### src/rtl/int_alu.sv
module int_alu #(
  parameter int WIDTH = 32,
  parameter int OPW   = 5,
  localparam int SW   = $clog2(WIDTH)
) (
  input  logic [WIDTH-1:0] a_i,
  input  logic [WIDTH-1:0] b_i,
  input  logic [OPW-1:0]   op_i,
  input  logic [SW-1:0]    shamt_i,
  output logic [WIDTH-1:0] result_o,
  output logic             ne_o,
  output logic             lt_o,
  output logic             ovf_o
);
  localparam logic [OPW-1:0] OP_ADD = OPW'(0);
  localparam logic [OPW-1:0] OP_SUB = OPW'(1);
  localparam logic [OPW-1:0] OP_AND = OPW'(2);
  localparam logic [OPW-1:0] OP_OR  = OPW'(3);
  localparam logic [OPW-1:0] OP_SLL = OPW'(4);
  localparam logic [OPW-1:0] OP_SRA = OPW'(5);
  localparam int MSB = WIDTH - 1;

  // shared adder: op bit 0 inverts B and supplies carry-in
  logic             inv;
  logic [WIDTH-1:0] bx;
  logic [WIDTH:0]   add_full;
  logic [WIDTH-1:0] sum;
  logic             c_out, c_msb_in, add_ovf;

  assign inv      = op_i[0];
  assign bx       = inv ? ~b_i : b_i;
  assign add_full = {1'b0, a_i} + {1'b0, bx} + {{WIDTH{1'b0}}, inv};
  assign sum      = add_full[WIDTH-1:0];
  assign c_out    = add_full[WIDTH];
  assign c_msb_in = a_i[MSB] ^ bx[MSB] ^ sum[MSB];
  assign add_ovf  = c_msb_in ^ c_out;

  // dedicated compare subtractor
  logic [WIDTH:0]   cmp_full;
  logic [WIDTH-1:0] diff;
  logic             cmp_ovf;

  assign cmp_full = {1'b0, a_i} + {1'b0, ~b_i} + {{WIDTH{1'b0}}, 1'b1};
  assign diff     = cmp_full[WIDTH-1:0];
  assign cmp_ovf  = (a_i[MSB] ^ ~b_i[MSB] ^ diff[MSB]) ^ cmp_full[WIDTH];
  assign ne_o     = |diff;
  assign lt_o     = diff[MSB] ^ cmp_ovf;

  // barrel shifter; right shift is a left shift of the reversed word
  logic [WIDTH-1:0] a_rev, sra_out;
  logic [WIDTH-1:0] l_st [0:SW];
  logic [WIDTH-1:0] r_st [0:SW];
  logic             sgn;

  assign sgn     = a_i[MSB];
  assign l_st[0] = a_i;
  assign r_st[0] = a_rev;

  for (genvar i = 0; i < WIDTH; i++) begin : g_rev
    assign a_rev[i]   = a_i[MSB-i];
    assign sra_out[i] = r_st[SW][MSB-i];
  end

  for (genvar k = 0; k < SW; k++) begin : g_stage
    localparam int S = 1 << k;
    assign l_st[k+1] = shamt_i[k] ? {l_st[k][WIDTH-1-S:0], {S{1'b0}}} : l_st[k];
    assign r_st[k+1] = shamt_i[k] ? {r_st[k][WIDTH-1-S:0], {S{sgn}}}  : r_st[k];
  end

  // result select
  always_comb begin
    result_o = '0;
    ovf_o    = 1'b0;
    case (op_i)
      OP_ADD:  begin result_o = sum; ovf_o = add_ovf; end
      OP_SUB:  begin result_o = sum; ovf_o = add_ovf; end
      OP_AND:  result_o = a_i & b_i;
      OP_OR:   result_o = a_i | b_i;
      OP_SLL:  result_o = l_st[SW];
      OP_SRA:  result_o = sra_out;
      default: result_o = '0;
    endcase
  end

  always_comb begin
    AST_NE_MATCH: assert (ne_o == (a_i != b_i));
    AST_LT_SIGNED: assert (lt_o == ($signed(a_i) < $signed(b_i)));
    AST_UNUSED_ZERO: assert (op_i <= OP_SRA || result_o == '0);
    AST_OVF_ADD: assert (op_i != OP_ADD || ovf_o ==
      ((a_i[MSB] == b_i[MSB]) && (result_o[MSB] != a_i[MSB])));
    AST_OVF_SUB: assert (op_i != OP_SUB || ovf_o ==
      ((a_i[MSB] != b_i[MSB]) && (result_o[MSB] != a_i[MSB])));
    AST_SRA_SIGN: assert (op_i != OP_SRA || result_o[MSB] == a_i[MSB]);
    AST_SLL_LSB: assert (op_i != OP_SLL || shamt_i == '0 || !result_o[0]);
  end
endmodule

### config.mk
export PLATFORM = sky130hd
export DESIGN_NAME = int_alu
export DESIGN_NICKNAME = d
export VERILOG_FILES = /design/src/rtl/int_alu.sv
export SDC_FILE = /design/constraint.sdc
export NUM_CORES = 1
export LEC_CHECK = 0
export BUFFER_PORTS_ARGS = -buffer_cell sky130_fd_sc_hd__buf_2
export CORE_MARGIN = 2
export CORE_UTILIZATION = 55
export DETAILED_ROUTE_END_ITERATION = 10
export PLACE_DENSITY = 0.82
export SYNTH_ARGS = -nofsm -noshare
export SYNTH_HDL_FRONTEND = slang
export SYNTH_SLANG_ARGS = --single-unit
### constraint.sdc
create_clock -name vclk -period 4.93
set_input_delay 0.2465 -clock vclk [all_inputs]
set_output_delay 0.2465 -clock vclk [all_outputs]
set_load 0.005 [all_outputs]
# Yosys cells after proc, flatten, opt, wreduce, memory -nomap -nowiden
# Index checks and enable logic that the tools add are counted.
# totals
word_cells	36
register_bits	0
in_bits	74
output_inout_bits	35
# op_classes
reduce_logical	3
n_addsub	4
eq_ne	5
bitwise_logic	11
mux	13
# op_table
cell	n
$mux W32	11
$pmux W32 S5	1
$add A32 B32 Y33	2
$add A33 B1 Y33	1
$add A33 B1 Y33 const B	1
$and A32 B32 Y32	1
$not A32 Y32	1
$or A32 B32 Y32	1
$reduce_or A32 Y1	1
$eq A5 B2 Y1 const B	2
$eq A5 B3 Y1 const B	2
$xor A1 B1 Y1	7
$eq A5 B1 Y1 const B	1
$logic_not A5 Y1	1
$reduce_or A2 Y1	1
$mux W1	1
$not A1 Y1	1

# Longest topological paths before layout
# logic_depth
word_depth	7
ltp_mapped	17
mapped_depth_nobuf	13

# Least setup slack after synthesis
# Ideal clock, no wire load.
# synth_path
path_type	input -> output
from	in op_i[0]
to	out result_o[25]
stages	16
t_required_ps	4683
path_buffers	4
setup_slack_ps	883
arrival_time_ps	3800
cell_sequence	buf_6 clkbuf_1 buf_1 buf_1 xor2_1 ha_1 a21o_1 a21oi_1 or4b_4 a41oi_2 nor2_1 or2_4 a21oi_4 o21ai_1 a211oi_1 or3_1
# synth_between
elab_chain_cells	4
elab_cells_between_ends	11
cone_classes	add/sub (2); eq/ne (5); mux (2); reduce/logical (2)
# synth_lines
element	line	rtl
start: declaration	8	input logic [OPW-1:0] op_i,
$mux W32	31	assign bx = inv ? ~b_i : b_i;
$add A32 B32 Y33	32	assign add_full = {1'b0, a_i} + {1'b0, bx} + {{WIDTH{1'b0}}, inv};
$add A33 B1 Y33	32	
$pmux W32 S5 (*)	74	case (op_i)
end: declaration	10	output logic [WIDTH-1:0] result_o,
# Every way passes the cells marked *; elsewhere a longest branch is shown, timed or not.

# Final worst setup path
# layout_path
from	in op_i[0]
to	out result_o[24]
# The elaborated chain is that of the path after synthesis.

==> impl_metrics.csv <==
group,metric,value,unit
worst_hold_path,whs_endpoint,"result_o[0]",
cells_and_area,nets,1663,
floorplanning,fp.dieW,132.9,µm
worst_setup_path,critical_path_class,"primary input to primary output",
worst_setup_path,arrival,3.91,ns
placed_design,dpl_worst_slack,0.9117,ns
global_routing,grt_first_pass_wirelength,58.58,mm
global_routing,overflow,0,
logic_synthesis,syn_nets,1619,
worst_setup_path,cp.required,4.68,ns
global_routing,antenna_found_initial,0,
cells_and_area,final_common_cell,"o21ai_0",
route,drt-initial-drc-count,1443,
timing,rsz0062_at_grt,"no",
logic_synthesis,netlist.area_leader.share,17.39,%
power_and_ir_drop,ir_drop,0.06491,mV
floorplanning,die_h,132.9,µm
worst_setup_path,cp-end-kind,"primary output",
logic_synthesis,yosys.area.top_type,"ha_1",
clocking,post_cts_buffers,0,
flow_run,max_cap_viol_count,0,
timing,drv_slew,0,
floorplanning,start_util,55.71,%
worst_hold_path,min_from,"a_i[0]",
route,vias_per_cell,6.675,
timing,tightest_slew,1.285,ns
worst_hold_path,holdCritPathClass,"primary input to primary output",
logic_synthesis,synth_warnings,0,
timing,max_slew_margin,13.63,%
route,drc,0,
global_routing,grt_util_all_layers,41.94,%
placed_design,hpwl,31.29,mm
clocking,cts-hold-fix-buffers,0,
placed_design,placement.io_buffers,109,
cells_and_area,drive_above_1_share,11.03,%
timing,post-route-min-period,4.152,ns
cells_and_area,seqCellArea,0,µm²
timing,finalCritPeriodShare,84.22,%
route,vias,11210,
worst_hold_path,holdPathStages,4,
logic_synthesis,syn_area,0.009140,mm²
floorplanning,dieArea,0.01767,mm²
logic_synthesis,netlist_instances,1417,
logic_synthesis,synth.area.top_cells,"ha_1, mux2i_1, o21ai_0, nor2_1, a21oi_1",
route,final_antenna_net_count,0,
cells_and_area,postLayoutCellArea,0.009786,mm²
status,status,"complete, no violations",
timing,setup_ws,0.7778,ns
clocking,cts_resized,0,
placed_design,placed_area,0.009786,mm²
placed_design,gp_congestion,1.111,
logic_synthesis,synth-seq-area-share,0,%
cells_and_area,clock_buffers,0,
power_and_ir_drop,p_leak,4.642,nW
power_and_ir_drop,powerDensity,131.8,mW/mm²
cells_and_area,final_cell_mix,"o21ai_0, nor2_1, ha_1",
timing,finalSetupTns,0,ns
floorplanning,rows,47,
global_routing,first_global_vias,10200,
route,wire_per_inst,22.95,µm
cells_and_area,design.seq.count,0,
global_routing,grt_max_degree,53,
logic_synthesis,synth_cell_type_count,81,
worst_setup_path,critPathLaunchType,"primary input",
timing,finalHoldViolCount,0,
cells_and_area,syn2layout_area_growth,7.064,%
floorplanning,pin_count,109,
cells_and_area,insertedDiodeCount,0,
timing,fmax,240.8,MHz
floorplanning,coreArea,0.01641,mm²
route,routed_wl,38.53,mm
route,dr.pass1.iters,6,
timing,setup_viol,0,
logic_synthesis,syn_area_per_cell,6.450,µm²
worst_setup_path,path_max_fanout,50,
==> per-layer routing <==
| layer | global-route usage, % | vias to the layer above | wire length (µm) |
|---|---|---|---|
| met5 | 0 | - | 0 |
| met4 | 13.92 | 0 | 1471 |
| met3 | 8.276 | 106 | 4494 |
| met2 | 65.34 | 758 | 16680 |
| met1 | 57.79 | 5144 | 15880 |
| li1 | - | 5200 | - |
==> cell usage after synthesis (19+ instances only) <==
| cell | n |
|---|---|
| o211ai_1 | 19 |
| clkbuf_1 | 68 |
| a21o_1 | 23 |
| nand2_1 | 116 |
| a21oi_1 | 114 |
| inv_1 | 113 |
| nor2_1 | 158 |
| xor2_1 | 41 |
| ha_1 | 127 |
| nor3_1 | 24 |
| o21ai_0 | 169 |
| mux2i_1 | 94 |
| nand2b_1 | 21 |
| nor2b_1 | 27 |
==> worst max-delay path, stage by stage <==
cell and delay [ns]:
buf_4 0.46, mux2i_1 0.27, fa_1 0.48, nand2b_1 0.19, a21oi_1 0.25, o2111ai_1 0.27
a31oi_1 0.32, a311oi_1 0.19, o21ai_1 0.34, a21o_1 0.23, a31oi_1 0.11, xor2_1 0.16
o211ai_1 0.19, buf_2 0.15
==> cell type report <==
| cell class | count | area (µm²) |
|---|---|---|
| Timing Repair Buffer | 129 | 710.7 |
| Tap cell | 220 | 275.3 |
| Multi-Input combinational cell | 1215 | 8368 |
| Inverter | 115 | 431.7 |
| Fill cell | 1655 | 6621 |
==> stage by stage <==
stage	power [mW]	util (%)	std cells	hold WS, ns
after floorplan	0.8560	-	1417	0.6108
after global placement	1.238	59.64	1679	1.006
after detailed placement	1.236	59.64	1679	0.9961
after CTS	1.242	59.64	1679	0.9976
after global routing	1.384	59.64	1679	1.056
final	1.290	59.64	1679	1.050
==> worst max path at each step <==
stage                       start      endpoint  slack, ns  depth (start not counted)
after floorplan           op_i[0]  result_o[25]       0.88                         16
after global placement    op_i[0]  result_o[28]       0.96                         14
after detailed placement  op_i[0]  result_o[28]       0.91                         15
after CTS                 op_i[0]  result_o[28]       0.91                         14
after global routing      op_i[0]  result_o[28]       0.57                         15
final                     op_i[0]  result_o[24]       0.78                         14
==> report_power, final <==
part           switching [mW]  internal (mW)
registers                   0              0
logic                   0.828          0.461
clock network               0              0
==> logic make-up after synthesis <==
family                   count (synthesis)  share of synthesized area (%)
multiplexers                           104                          12.18
AO/OA/AOI/OAI                          484                          33.32
adder cells (fa/ha/maj)                128                          17.60
XOR/XNOR                                59                          5.654
buffers and inverters                  202                          8.515
AND/OR/NAND/NOR                        440                          22.72
(Power assumes the default switching activity.)
